### src/rtl/sertx_pkg.sv
package sertx_pkg;

    localparam int unsigned WORD_BITS = 8;

    typedef logic [WORD_BITS-1:0] word_t;

    localparam word_t FILL_WORD = '1;

    typedef enum logic {
        SRC_INT = 1'b0,
        SRC_EXT = 1'b1
    } clk_src_e;

    typedef struct packed {
        logic fall;
        logic rise;
    } edge_t;

    typedef enum logic [1:0] {
        NX_ADVANCE = 2'd0,
        NX_FILL    = 2'd1,
        NX_FINISH  = 2'd2
    } word_next_e;

    // Decide what follows a completed word.
    function automatic word_next_e pick_next(input logic keep_going,
                                             input logic more_left,
                                             input logic ext_src,
                                             input logic filled);
        word_next_e res;
        if (!keep_going)
            res = NX_FINISH;
        else if (more_left)
            res = NX_ADVANCE;
        else if (ext_src && !filled)
            res = NX_FILL;
        else
            res = NX_FINISH;
        return res;
    endfunction

endpackage

### src/rtl/sertx_clkgen.sv
module sertx_clkgen
    import sertx_pkg::*;
#(
    parameter int unsigned HALF_DIV    = 2,
    parameter int unsigned SYNC_STAGES = 2
) (
    input  logic     clk,
    input  logic     rst,
    input  logic     run,
    input  clk_src_e src,
    input  logic     sck_in,
    output edge_t    tick
);

    localparam int unsigned PERIOD = 2 * HALF_DIV;
    localparam int unsigned CW     = (PERIOD > 2) ? $clog2(PERIOD) : 1;

    logic [CW-1:0]        div_q;
    logic [SYNC_STAGES:0] sync_q;
    logic                 ext_now;
    logic                 ext_prev;

    always_ff @(posedge clk) begin
        if (rst)
            div_q <= '0;
        else if (run && src == SRC_INT)
            div_q <= (div_q == CW'(PERIOD - 1)) ? '0 : div_q + 1'b1;
        else
            div_q <= '0;
    end

    always_ff @(posedge clk) begin
        if (rst)
            sync_q <= '1;
        else
            sync_q <= {sync_q[SYNC_STAGES-1:0], sck_in};
    end

    assign ext_now  = sync_q[SYNC_STAGES-1];
    assign ext_prev = sync_q[SYNC_STAGES];

    always_comb begin
        tick = '0;
        if (run) begin
            if (src == SRC_INT) begin
                tick.fall = (div_q == '0);
                tick.rise = (div_q == CW'(HALF_DIV));
            end else begin
                tick.fall = ext_prev & ~ext_now;
                tick.rise = ~ext_prev & ext_now;
            end
        end
    end

endmodule

### src/rtl/sertx_buf.sv
module sertx_buf
    import sertx_pkg::*;
#(
    parameter int unsigned DEPTH = 8,
    localparam int unsigned AW   = $clog2(DEPTH)
) (
    input  logic          clk,
    input  logic          rst,
    input  logic          wr_en,
    input  logic [AW-1:0] wr_addr,
    input  word_t         wr_data,
    input  logic [AW-1:0] rd_addr,
    output word_t         rd_data
);

    word_t mem_q [DEPTH];

    always_ff @(posedge clk) begin
        if (rst) begin
            for (int i = 0; i < int'(DEPTH); i++)
                mem_q[i] <= '0;
        end else if (wr_en) begin
            mem_q[wr_addr] <= wr_data;
        end
    end

    assign rd_data = mem_q[rd_addr];

endmodule

### src/rtl/sertx_shifter.sv
module sertx_shifter
    import sertx_pkg::*;
#(
    parameter int unsigned AW = 3
) (
    input  logic          clk,
    input  logic          rst,
    input  logic          ctl_we,
    input  logic          ctl_start,
    input  logic          ctl_inhibit,
    input  logic          ctl_ext,
    input  logic [AW-1:0] ctl_words,
    input  logic          end_clr,
    input  edge_t         tick,
    input  word_t         rd_data,
    output logic [AW-1:0] rd_addr,
    output logic          busy,
    output clk_src_e      src,
    output logic          sck_out,
    output logic          so_out,
    output logic          shift_end,
    output logic          irq
);

    localparam int unsigned BW = $clog2(WORD_BITS);

    logic          busy_q;
    logic          start_q;
    clk_src_e      src_q;
    logic [AW-1:0] words_q;
    logic [AW-1:0] idx_q;
    logic [BW-1:0] bit_q;
    logic          half_q;
    logic          fill_q;
    word_t         data_q;
    logic          sck_q;
    logic          so_q;
    logic          end_q;
    logic          irq_q;

    assign rd_addr = busy_q ? idx_q + 1'b1 : '0;

    always_ff @(posedge clk) begin
        if (rst) begin
            busy_q  <= 1'b0;
            start_q <= 1'b0;
            src_q   <= SRC_INT;
            words_q <= '0;
            idx_q   <= '0;
            bit_q   <= '0;
            half_q  <= 1'b0;
            fill_q  <= 1'b0;
            data_q  <= '0;
            sck_q   <= 1'b1;
            so_q    <= 1'b1;
            end_q   <= 1'b0;
            irq_q   <= 1'b0;
        end else begin
            irq_q <= 1'b0;
            if (ctl_we && !busy_q) begin
                src_q   <= clk_src_e'(ctl_ext);
                words_q <= ctl_words;
            end
            if (end_clr)
                end_q <= 1'b0;

            if (ctl_we && ctl_inhibit) begin
                busy_q  <= 1'b0;
                start_q <= 1'b0;
                sck_q   <= 1'b1;
                so_q    <= 1'b1;
                half_q  <= 1'b0;
            end else if (ctl_we && ctl_start && !busy_q) begin
                busy_q  <= 1'b1;
                start_q <= 1'b1;
                end_q   <= 1'b0;
                idx_q   <= '0;
                bit_q   <= '0;
                half_q  <= 1'b0;
                fill_q  <= 1'b0;
                data_q  <= rd_data;
            end else begin
                if (ctl_we)
                    start_q <= ctl_start;
                if (busy_q && tick.fall) begin
                    so_q   <= data_q[bit_q];
                    half_q <= 1'b1;
                    if (src_q == SRC_INT)
                        sck_q <= 1'b0;
                end
                if (busy_q && tick.rise && half_q) begin
                    sck_q  <= 1'b1;
                    half_q <= 1'b0;
                    if (bit_q == BW'(WORD_BITS - 1)) begin
                        irq_q <= 1'b1;
                        end_q <= 1'b1;
                        bit_q <= '0;
                        case (pick_next(start_q, idx_q != words_q,
                                        src_q == SRC_EXT, fill_q))
                            NX_ADVANCE: begin
                                idx_q  <= idx_q + 1'b1;
                                data_q <= rd_data;
                            end
                            NX_FILL: begin
                                fill_q <= 1'b1;
                                data_q <= FILL_WORD;
                            end
                            default: begin
                                busy_q  <= 1'b0;
                                start_q <= 1'b0;
                                so_q    <= 1'b1;
                            end
                        endcase
                    end else begin
                        bit_q <= bit_q + 1'b1;
                    end
                end
            end
        end
    end

    assign busy      = busy_q;
    assign src       = src_q;
    assign sck_out   = sck_q;
    assign so_out    = so_q;
    assign shift_end = end_q;
    assign irq       = irq_q;

endmodule

### src/rtl/sertx_ctrl.sv
module sertx_ctrl
    import sertx_pkg::*;
#(
    parameter int unsigned DEPTH       = 8,
    parameter int unsigned HALF_DIV    = 2,
    parameter int unsigned SYNC_STAGES = 2,
    localparam int unsigned AW         = $clog2(DEPTH)
) (
    input  logic          clk,
    input  logic          rst,
    input  logic          ctl_we,
    input  logic          ctl_start,
    input  logic          ctl_inhibit,
    input  logic          ctl_ext,
    input  logic [AW-1:0] ctl_words,
    input  logic          buf_we,
    input  logic [AW-1:0] buf_addr,
    input  logic [7:0]    buf_wdata,
    input  logic          end_clr,
    input  logic          sck_in,
    output logic          sck_out,
    output logic          so_out,
    output logic          busy,
    output logic          shift_end,
    output logic          irq
);

    edge_t         tick;
    word_t         rd_data;
    logic [AW-1:0] rd_addr;
    clk_src_e      src;

    sertx_clkgen #(
        .HALF_DIV    (HALF_DIV),
        .SYNC_STAGES (SYNC_STAGES)
    ) u_clkgen (
        .clk    (clk),
        .rst    (rst),
        .run    (busy),
        .src    (src),
        .sck_in (sck_in),
        .tick   (tick)
    );

    sertx_buf #(
        .DEPTH (DEPTH)
    ) u_buf (
        .clk     (clk),
        .rst     (rst),
        .wr_en   (buf_we),
        .wr_addr (buf_addr),
        .wr_data (buf_wdata),
        .rd_addr (rd_addr),
        .rd_data (rd_data)
    );

    sertx_shifter #(
        .AW (AW)
    ) u_shift (
        .clk         (clk),
        .rst         (rst),
        .ctl_we      (ctl_we),
        .ctl_start   (ctl_start),
        .ctl_inhibit (ctl_inhibit),
        .ctl_ext     (ctl_ext),
        .ctl_words   (ctl_words),
        .end_clr     (end_clr),
        .tick        (tick),
        .rd_data     (rd_data),
        .rd_addr     (rd_addr),
        .busy        (busy),
        .src         (src),
        .sck_out     (sck_out),
        .so_out      (so_out),
        .shift_end   (shift_end),
        .irq         (irq)
    );

endmodule

### config.mk
export PLATFORM = sky130hd
export DESIGN_NAME = sertx_ctrl
export DESIGN_NICKNAME = d
export VERILOG_FILES = /design/src/rtl/sertx_pkg.sv /design/src/rtl/sertx_clkgen.sv /design/src/rtl/sertx_buf.sv /design/src/rtl/sertx_shifter.sv /design/src/rtl/sertx_ctrl.sv
export SDC_FILE = /design/constraint.sdc
export NUM_CORES = 1
export LEC_CHECK = 0
export BUFFER_PORTS_ARGS = -buffer_cell sky130_fd_sc_hd__buf_4
export CORE_MARGIN = 3
export CORE_UTILIZATION = 45
export DETAILED_ROUTE_END_ITERATION = 6
export PLACE_DENSITY = 0.66
export SYNTH_ARGS = -nofsm -noshare
export SYNTH_HDL_FRONTEND = slang
export SYNTH_SLANG_ARGS = --single-unit
### constraint.sdc
create_clock -name clk -period 5.05 [get_ports clk]
set_clock_uncertainty 0.05 [all_clocks]
set_input_delay 0.2525 -clock clk [delete_from_list [all_inputs] [get_ports clk]]
set_output_delay 0.2525 -clock clk [all_outputs]
set_load 0.1 [all_outputs]
# Yosys cells after proc, flatten, opt, wreduce, memory -nomap -nowiden
# Memories as Yosys holds them, arrays and structs flattened.
# Cells that the tools add are included.
# Widths: inputs -> output; s select.
# classes
bitwise,9
n_addsub,3
reduce_logical,31
magnitude_cmp,1
eq_ne,7
mux,58
# op_table
cell,n
$mux 1,33
$mux 8,4
$mux 3,9
$mux 2,10
$pmux 8 s2,1
$reduce_and 4->1,3
$reduce_bool 2->1,5
$logic_and 1x1->1,9
$reduce_or 4->1,2
$reduce_or 8->1,1
$not 1->1,7
$add 3x1->3 const B,2
$reduce_and 3->1,2
$eq 2x2->1 const B,2
$logic_not 2->1,2
$lt 3x4->1 const B,1
$reduce_or 2->1,2
$bmux 1 s3,1
$eq 3x3->1 const B,1
$ne 3x3->1,1
$reduce_bool 3->1,1
$reduce_or 3->1,1
$add 2x1->2 const B,1
$and 1x1->1,2
5 further kinds,6
# word_totals
memories,1
ram_bits,64
regBits,31
wordCells,125
# mem_list
name,depth,word_bits,rd,rd_clocked_by_memory_dff,write_ports,line_no,text
u_buf.mem_q,8,8,1,0,8,sertx_buf.sv:16,word_t mem_q [DEPTH];

# Longest topological paths before layout
# Gate-level depths: netlist of the first run.
# depth
ltp_word,16
mapped_depth,8
depth_no_buf,7

# Cells and area by module
# From an unflattened synthesis of the first run, not the netlist that was laid out.
# hier_totals
cells_unflattened,350
area_unflattened_um2,4565.6
# modules_own_cells
module,area_each_um2,instances,seq_area_each_um2,cells_each
sertx_buf,2991.6,1,1921.8,193
sertx_shifter,1331.3,1,520.5,135
sertx_clkgen,242.7,1,100.1,22

# Worst setup path after synthesis of the first run
# OpenSTA, ideal clock, no wires.
# synth_path
kind,register to register
start,register u_shift.busy_q (netlist: u_shift.busy)
end,register u_shift.data_q[2]
arrival_time_ps,2241
setup_ps,95
stages_incl_launch_ff,8
period_less_slack_ps,2386
slack_ps,2664
cell_sequence,dfxtp_1 -> buf_4 -> nor2b_1 -> buf_2 -> nor2_1 -> a21oi_1 -> a22oi_1 -> a221oi_1
# synth_via
elab_chain_cells,6
elab_cells_between_ends,15
classes_between,6 x mux; 8 x reduce/logical; 1 x memory
# synth_lines
element,line_no,text
"start, declared",sertx_shifter.sv:27,logic busy_q;
"start signal, assigned",sertx_shifter.sv:45,busy_q <= 1'b0;
"start signal, assigned",sertx_shifter.sv:68,busy_q <= 1'b0;
"start signal, assigned",sertx_shifter.sv:74,busy_q <= 1'b1;
$mux 3,sertx_shifter.sv:41,assign rd_addr = busy_q ? idx_q + 1'b1 : '0;
$mem_v2 8x8,-,
$pmux 8 s2,sertx_shifter.sv:98,"case (pick_next(start_q, idx_q != words_q,"
$mux 8,sertx_shifter.sv:94,if (bit_q == BW'(WORD_BITS - 1)) begin
$mux 8,sertx_shifter.sv:91,if (busy_q && tick.rise && half_q) begin
$mux 8,sertx_shifter.sv:73,end else if (ctl_we && ctl_start && !busy_q) begin
"end signal, assigned",sertx_shifter.sv:81,data_q <= rd_data;
"end signal, assigned",sertx_shifter.sv:102,data_q <= rd_data;
"end, declared",sertx_shifter.sv:35,word_t data_q;
# Parallel ways exist; a longest one is shown, timed or not. The select of a mux whose other input is x is not followed.
# A chain may end at the register's enable or synchronous reset.

# Final worst setup path of the first run
# layout_path
start,register u_shift.idx_q[0]
end,register u_shift.data_q[3]
# layout_via
elab_chain_cells,13
elab_cells_between_ends,19
classes_between,1 x add/sub; 2 x eq/ne; 12 x mux; 3 x reduce/logical; 1 x memory
# layout_lines
element,line_no,text
"start, declared",sertx_shifter.sv:31,logic [AW-1:0] idx_q;
"start signal, assigned",sertx_shifter.sv:101,idx_q <= idx_q + 1'b1;
$ne 3x3->1,sertx_shifter.sv:98,
$mux 2,sertx_pkg.sv:33,else if (more_left)
$mux 2,sertx_pkg.sv:31,if (!keep_going)
$mux 2,sertx_shifter.sv:94,
$mux 2,sertx_shifter.sv:91,
$mux 2,sertx_shifter.sv:73,
$mux 2,sertx_shifter.sv:67,if (ctl_we && ctl_inhibit) begin
$mux 2,sertx_shifter.sv:44,if (rst) begin
$eq 2x1->1 or $logic_not 2->1 (tied branches),sertx_shifter.sv:98,
$pmux 8 s2,sertx_shifter.sv:98,
$mux 8,sertx_shifter.sv:94,
$mux 8,sertx_shifter.sv:91,
$mux 8,sertx_shifter.sv:73,
# Parallel ways exist; a longest one is shown, timed or not. The select of a mux whose other input is x is not followed.

==> results of run 1 <==
-- per-layer routing --
| metal | share of wire, % | wire (µm) |
|---|---|---|
| met2 | 50 | 4710 |
| met1 | 43 | 4060 |
| met4 | 2.5 | 233 |
| met3 | 4.6 | 432 |
| met5 | 0 | 0 |
-- Yosys cell counts, drive strengths merged (6+ instances only) --
cell    instances
edfxtp         64
a211oi          7
nor3            7
inv            12
a21oi          13
a221oi          7
and2           69
a31oi           7
o21ai           8
mux4            6
ha              6
nand2b          6
buf            10
or2            13
clkbuf          8
mux2i          10
o22ai           8
nand2          22
dfxtp          31
nor2           28
nor2b           6
-- worst max path at each step --
stage	startpoint	endpoint	slack (ns)	cells past startpoint
floorplan	u_shift.busy	u_shift.data_q[2]	2.66	7
global placement	u_shift.idx_q[0]	u_shift.data_q[3]	2.24	7
detailed placement	u_shift.idx_q[0]	u_shift.data_q[3]	2.14	7
CTS	u_shift.idx_q[0]	u_shift.data_q[4]	2.11	7
global route	u_shift.idx_q[0]	u_shift.data_q[2]	1.86	7
finish	u_shift.idx_q[0]	u_shift.data_q[3]	2.10	7
-- cell type report --
cell class / count / share of cell area (%)
Clock buffer: 9 / 2.51
Inverter: 12 / 0.911
Clock inverter: 6 / 1.39
Tap cell: 129 / 3.27
Timing Repair Buffer: 29 / 4.40
Multi-Input combinational cell: 260 / 36.1
Sequential cell: 95 / 51.4
-- stage by stage --
step	util, %	std cells	instance area, µm²	total power (µW)
floorplan	-	385	4490	977
global placement	50.2	525	4750	1020
detailed placement	50.2	525	4750	1030
CTS	52.3	540	4940	1510
global route	52.3	540	4940	1560
finish	52.3	540	4940	1500
-- worst max-delay path, cell delays in order, from the launching register on --
cell and delay, ns:
dfxtp_1 0.32, buf_4 0.28, ha_1 0.34, xor2_2 0.49, and2_1 0.62, mux4_2 0.40
a22oi_1 0.17, a221oi_1 0.11
-- registers in the layout, summed over array words and instances (netlist names), 2 cells and up --
register         flops
u_buf.mem_q         64
u_shift.bit_q        3
u_shift.data_q       8
u_clkgen.sync_q      3
u_shift.words_q      3
u_shift.idx_q        3
u_clkgen.div_q       2
-- cells in the final DEF (no fill, tap or decap), types with 6 or more instances in the layout --
cell | netlist | routed
nand2_1 | 22 | 22
dfxtp_1 | 31 | 31
nand2b_1 | 6 | 6
ha_1 | 6 | 6
mux4_2 | 6 | 6
or2_2 | 12 | 12
o22ai_1 | 8 | 8
mux2i_1 | 10 | 10
buf_4 | 2 | 29
a31oi_1 | 7 | 7
and2_1 | 67 | 67
a211oi_1 | 6 | 6
a21oi_1 | 13 | 13
nor2_1 | 28 | 28
edfxtp_1 | 64 | 64
inv_1 | 12 | 12
nor2b_1 | 6 | 6
a221oi_1 | 6 | 6
nor3_1 | 7 | 7
o21ai_0 | 8 | 8
clkbuf_8 | 0 | 9
-- where the power goes --
| part | internal (µW) | total [µW] | switching (µW) |
|---|---|---|---|
| combinational | 47.5 | 119 | 71.2 |
| clock | 230 | 496 | 266 |
| sequential | 870 | 889 | 19.9 |
| total | 1150 | 1500 | 357 |
-- kinds of logic (layout without fill, tap and decap cells) --
| group | count (synthesis) | count (layout) | share of synthesized area [%] |
|---|---|---|---|
| AO/OA/AOI/OAI | 68 | 68 | 10.6 |
| XOR/XNOR | 5 | 5 | 1.65 |
| multiplexers | 17 | 17 | 5.50 |
| AND/OR/NAND/NOR | 164 | 164 | 20.4 |
| buffers and inverters | 30 | 56 | 3.54 |
| flip-flops | 95 | 95 | 56.7 |
| adder cells (fa/ha/maj) | 6 | 6 | 1.67 |
==> impl_results.md, run 1 <==
* Largest net degree at the start of global routing at 37
* Max cap viols at 0
* DIE HEIGHT at 106 µm
* # IOs at 28
* Area contributors post-synth: edfxtp_1 (43%), dfxtp_1 (14%), and2_1 (9.3%)
* Buffers on Ports at 27
* Min Hold Slack at 0.0322 ns
* Ys async rst share at 0%
* Routed len/inst at 17.5 µm
* CTS tree: done
* Synthesized area per cell at 11.7 µm²
* Antenna violations before repair at 0
* Leak at 0.00176 µW
* Global routing usage on met1 at 21.6%
* Seq/Total Area, Yosys at 56.7%
* Share of the synthesized area in the top cell type at 42.8%
* FF-to-FF End: u_shift.data_q[3]
* Core ar. at 9460 µm²
* CP Data Arrival Time at 3.11 ns
* CTS clock-pin slew for the worst setup and hold paths at 0.09 ns
* Gr busiest metal: met2
* Setup TNS Final at 0 ns
* Crit path required time at 5.21 ns
* Antenna diodes at 0
* WHS Endpoint: u_clkgen.sync_q[0]
* Final WL at 9440 µm
* Reg-to-reg startpoint: u_shift.idx_q[0]
* Initial core utilization at 47.4%
* Post-CTS Repair Setup Buffers at 0
* Placer Congestion at 0.844
* CP max FO at 20
* FF/Latch Area at 2540 µm²
* Dpl hpwl at 6660 µm
* Reg2reg path depth at 7
* Number of synthesized flops with an enable pin at 64
* Seq cells post-synth at 95
* Multi-input logic area at 1780 µm²
* Max-slew headroom at 38.6%
* Fin crit period at 2.95 ns
* Worst Slack Setup Final at 2.10 ns
* Synth Cell Area at 4490 µm²
* # setup viols final at 0
* Pwr dens at 304 nW/µm²
* Fin. Hold Viols at 0
* Post-DR vias/cell at 5.46
* Peak supply drop at 133 µV
* Clk root buf: clkbuf_8
* Net count after synthesis at 414
* Hold Path Class: input port to register
* Area of the die at 11200 µm²
* Met2 Use GR at 30.2%
* Ys Warns at 0
* Maximum clock rate at 339 MHz
* Yosys top cell by area: edfxtp_1
* Cell variety after synth at 48
* Clk sinks at 95
* Setup CP Type: register to register
* Total CTS buffers at 9
* Tot GR Track Use at 17.4%
* Setup crit end kind: register
* First-pass GRT wire length at 15000 µm
* Worst Hold Depth at 2
* Worst-Margin Slew at 0.920 ns
* Area grow syn2layout at 10.2%
* Total grt overflow at 0
* CTS max path bufs at 2
* RSZ-0062 raised after global routing: false
* DR iter-0 viols at 157
* Site Rows at 35
* Vias in the first global route at 2962
* Placement Setup Slack at 2.14 ns
* Top FF cell, synth: edfxtp_1
* Max-slew violation count at 0
* Via Count at 2949
* Fill cell count at 861
* Post-route ant nets at 0
* R2R Setup Slk at 2.10 ns
* Drt drc at 0
* Nets at 436
* Die W at 106 µm
* Clk_lat worst skew at 0.36 ns
* DRT Pass-1 Iters at 6
* Met3 usage at 3.18%
* Gate Count Post-Synth at 385
* Startpoint Class: register
* Number of gates resized after CTS at 0
* Status: finished, final reports clean
* H-Tree Depth at 3
* Hold path start: sck_in
* Period Utilization, post-route at 58.3%
* Layout cells sized above 1 at 17.3%
* CTS Hold Buffers Added at 0
Power figures use the tool's default switching activity.
==> inputs of run 2 (changes only) <==
- PLACE_DENSITY: 0.66 -> 0.68
- clock period: 5.05 -> 2.7 ns (I/O delays scaled with it)
==> impl_results.md, run 2 (synthesis results as in run 1) <==
* Status: finished, final reports clean
* Fin area at 5080 µm²
* Most used cell, CP: ha_1
* Placer Congestion at 0.785
* Antenna diodes at 0
* Worst-Margin Slew at 0.702 ns
* RSZ-0062 raised after global routing: false
* Total CTS buffers at 9
* Post-route ant nets at 0
* Layout cells sized above 1 at 19.8%
* Via Count at 2999
* CTS max path bufs at 2
* Antenna violations before repair at 0
* Period Utilization, post-route at 84.9%
* Clk_lat worst skew at 0.37 ns
* Max cap viols at 0
* Setup crit end kind: register
* Max Used Layer: met4
* Worst path cell trace: ha_1 -> ha_1 -> nand4_1 -> a211oi_2 -> and2_4 -> or2_0 -> a221oi_1
* Worst Slack Setup Final at 0.408 ns
* Met3 wire len at 541 µm
* Leak at 0.00185 µW
* Max-slew headroom at 53.2%
* Post-Place Cells at 538
* H-Tree Depth at 3
* # IOs at 28
* DRT Pass-1 Iters at 4
* NetSw at 718 µW
* Core ar. at 9460 µm²
* Largest net degree at the start of global routing at 35
* Nets at 454
* Total grt overflow at 0
* Startpoint Class: register
* Site Rows at 35
* Fin. Hold Viols at 0
* Vias in the first global route at 3035
* WL met1 at 3980 µm
* CTS Hold Buffers Added at 5
* Final WL at 9350 µm
* Die W at 106 µm
* Area of the die at 11200 µm²
* Biggest regs: u_buf.mem_q (64), u_shift.data_q (8)
* Total Power at 2800 µW
* Max-slew violation count at 0
* Non-filler cells in the finished layout at 559
* Routed len/inst at 16.7 µm
* Largest register FFs at 64
* CP Data Arrival Time at 2.46 ns
* Placed cell areas at 4850 µm²
* CP max FO at 6
* CTS tree: done
* Post-CTS Repair Setup Buffers at 0
* DR iter-0 viols at 168
* Tot GR Track Use at 17.6%
* Pwr dens at 550 nW/µm²
* CP bufs+invs at 0
* DIE HEIGHT at 106 µm
* Commonest non-fill, non-tap cell in the layout: and2_1
* Biggest register: u_buf.mem_q
* Area grow syn2layout at 13.3%
* Hold Path Class: input port to register
* First-pass GRT wire length at 15200 µm
* Initial core utilization at 47.4%
* Maximum clock rate at 436 MHz
* Largest stage delay on the critical path at 0.46 ns
* Dpl hpwl at 6670 µm
* Fill cell count at 860
* Buffers on Ports at 27
* Fin crit period at 2.29 ns
* Clock power share at 32.3%
* Gate power share at 8.4%
* Peak supply drop at 235 µV
* # setup viols final at 0
* Clk root buf: clkbuf_8
* Clk sinks at 95
* Pint at 2080 µW
* Setup TNS Final at 0 ns
* Drt drc at 0
* Most frequent cells in the layout: and2_1 (67), edfxtp_1 (64), buf_4 (42)
* Number of gates resized after CTS at 0
* Crit path required time at 2.87 ns
* Flop pwr share at 59.4%
* Post-DR vias/cell at 5.36
* CTS clock-pin slew for the worst setup and hold paths at 0.10 ns
* Setup CP Type: register to register
* Routed wl met2 at 4680 µm
* Sw frac at 25.7%
* Crit-path slowest cell: dfxtp_1
* Top delay family on crit path: simple AND/OR/NAND/NOR gates
* Placement Setup Slack at 0.429 ns
## run 2: cell types whose count changed in the layout (fill, tap and decap cells not counted), sizes merged
cell         delta
buf            +13
bufinv          -1
clkinv          -1
clkinvlp        +1
dlygate4sd3     +5
inv             +2
## run 2: metrics by stage
stage / util [%] / hold slack [ns]
2_1_floorplan: - / 0.189
3_3_place_gp: 51.3 / 0.273
3_5_place_dp: 51.3 / 0.272
4_1_cts: 53.7 / 0.0292
5_1_grt: 53.7 / 0.0526
6_report: 53.7 / 0.0381
## run 2: tightest hold or removal path, delay by kind of cell
kind	cells	cell delay, ns
multiplexers	1	0.06
buffers and inverters	1	0.09
AND/OR/NAND/NOR	1	0.11
## run 2: metal layers
layer	vias to the layer above	track usage, %
met3	10	2.76
met5	-	0
met2	73	29.6
met4	0	6.57
met1	1441	23.0
li1	1475	-
## run 2: path summary, 6_finish.rpt
kind / startpoint / slack, ns / depth (start not counted) / end
setup / recovery: u_shift.bit_q[0] / 0.41 / 7 / u_shift.data_q[0]
hold / removal: ctl_start / 0.04 / 3 / u_shift.start_q
setup reg to reg: u_shift.bit_q[0] / 0.41 / 7 / u_shift.data_q[0]
hold reg to reg: u_clkgen.sync_q[0] / 0.37 / 1 / u_clkgen.sync_q[1]
## run 2: area by class of cell
class	instances	area, µm²	area share, %
clock buffer	9	124	2.44
clock inverter	7	61.3	1.21
inverter	12	45.0	0.886
multi-input combinational	260	1780	35.1
sequential	95	2540	50.0
tap	129	161	3.17
timing repair buffer	47	365	7.19
## run 2: power by group through the flow
stage	logic [µW]	clock network, µW	registers (µW)
after global placement	226	0	1690
after detailed placement	230	0	1690
after CTS	236	919	1660
after global routing	259	965	1670
after floorplan	135	0	1690
final	234	902	1660
==> inputs of run 3 (changes only) <==
- clock period: 2.7 -> 2 ns (I/O delays scaled with it)
==> impl_results.md, run 3 (synthesis results as in run 1) <==
* Area grow syn2layout at 16.8%
* Routed len/inst at 17.1 µm
* Largest net degree at the start of global routing at 35
* Buffers on Ports at 27
* Layout cells sized above 1 at 23.7%
* CTS max path bufs at 2
* Post-Place Cells at 545
* # IOs at 28
* Tot GR Track Use at 18.7%
* Crit path required time at 2.23 ns
* Core ar. at 9460 µm²
* CP Data Arrival Time at 2.11 ns
* Vias in the first global route at 3070
* First-pass GRT wire length at 16100 µm
* CTS clock-pin slew for the worst setup and hold paths at 0.10 ns
* Fill cell count at 846
* Clk root buf: clkbuf_8
* Antenna violations before repair at 0
* Fin. Hold Viols at 0
* Status: finished, final reports clean
* Hold Path Class: input port to register
* Nets at 462
* Startpoint Class: register
* Largest stage delay on the critical path at 0.37 ns
* Total CTS buffers at 9
* Worst path cell trace: ha_2 -> xor2_2 -> and2_1 -> buf_12 -> mux2i_1 -> a22oi_1 -> a221oi_1
* CP bufs+invs at 1
* Worst-Margin Slew at 0.551 ns
* Clk sinks at 95
* Commonest non-fill, non-tap cell in the layout: and2_1
* Max-slew headroom at 63.1%
* DIE HEIGHT at 106 µm
* Dpl hpwl at 7030 µm
* Pwr dens at 747 nW/µm²
* Reg-to-reg startpoint: u_shift.idx_q[0]
* Most frequent cells in the layout: and2_1 (67), edfxtp_1 (64), buf_4 (47)
* Max cap viols at 0
* Site Rows at 35
* Period Utilization, post-route at 94.3%
* Setup crit end kind: register
* DRT Pass-1 Iters at 4
* Antenna diodes at 0
* Max-slew violation count at 0
* Biggest regs: u_buf.mem_q (64), u_shift.data_q (8)
* H-Tree Depth at 3
* Drt drc at 0
* Setup TNS Final at 0 ns
* Top delay family on crit path: compound AO/OA/AOI/OAI gates
* Post-DR vias/cell at 5.38
* Fin crit period at 1.89 ns
* Non-filler cells in the finished layout at 567
* CTS tree: done
* Crit-path slowest cell: dfxtp_2
* Die W at 106 µm
* CP Launch Point: u_shift.idx_q[0]
* Final WL at 9700 µm
* Initial core utilization at 47.4%
* # setup viols final at 0
* Via Count at 3049
* Hold path start: ctl_we
* Placer Congestion at 0.855
* Biggest register: u_buf.mem_q
* Post-route ant nets at 0
* DR iter-0 viols at 200
* Clk_lat worst skew at 0.37 ns
* CP max FO at 14
* Largest register FFs at 64
* Area of the die at 11200 µm²
* Peak supply drop at 443 µV
* Maximum clock rate at 530 MHz
* Leak at 0.00192 µW
* Setup CP Type: register to register
* Post-CTS Repair Setup Buffers at 0
* RSZ-0062 raised after global routing: false
* Total grt overflow at 0
run 3: final timing paths:
path	to	slack, ns	cells after the start
min reg2reg	u_clkgen.sync_q[1]	0.37	1
max	u_shift.data_q[1]	0.11	7
max reg2reg	u_shift.data_q[1]	0.11	7
min	u_shift.start_q	0.02	3
run 3: routing by layer:
| layer | up-vias | wire, µm | global-route usage, % |
|---|---|---|---|
| met5 | - | 0 | 0 |
| met4 | 0 | 210 | 6.48 |
| met3 | 16 | 479 | 3.61 |
| met2 | 80 | 4510 | 29.4 |
| met1 | 1464 | 4500 | 26.0 |
| li1 | 1489 | - | - |
run 3: per-stage QoR:
stage	hold WS (ns)	total power, µW	instance area, µm²	util, %	setup WS (ns)
2_1_floorplan	0.154	2470	4490	-	0.0861
3_3_place_gp	0.242	2600	4930	52.1	0.0418
3_5_place_dp	0.244	2610	4930	52.1	0.00579
4_1_cts	0.00969	3940	5210	55.1	0.0279
5_1_grt	0.0295	4080	5240	55.4	0.00847
6_report	0.0214	3920	5240	55.4	0.115
run 3: repair_timing:
item	in CTS	in global routing
endpoints found under the setup margin	1	8
hold buffers	6	0
gates resized for setup	1	12
endpoints found under the hold margin	6	0
run 3: area by class of cell:
| class | instances | area, µm² | share of cell area (%) |
|---|---|---|---|
| Tap cell | 129 | 161 | 3.08 |
| Clock inverter | 7 | 90.1 | 1.72 |
| Sequential cell | 95 | 2550 | 48.7 |
| Timing Repair Buffer | 55 | 453 | 8.64 |
| Inverter | 12 | 45.0 | 0.859 |
| Multi-Input combinational cell | 260 | 1820 | 34.7 |
| Clock buffer | 9 | 124 | 2.36 |
run 3: where the power goes:
group | internal (µW) | total [µW] | switching (µW)
Combinational | 142 | 335 | 194
Clock | 606 | 1330 | 728
Sequential | 2200 | 2250 | 50.6
Total | 2940 | 3920 | 972
run 3: worst reg2reg max path, delay by kind of cell (launching register included):
kind            cells  cell delay [ns]
xor+xnor            1             0.17
buf+inv             1             0.15
compound gates      2             0.39
flops               1             0.37
mux                 1             0.28
simple gates        1             0.19
fa+ha+maj           1             0.21
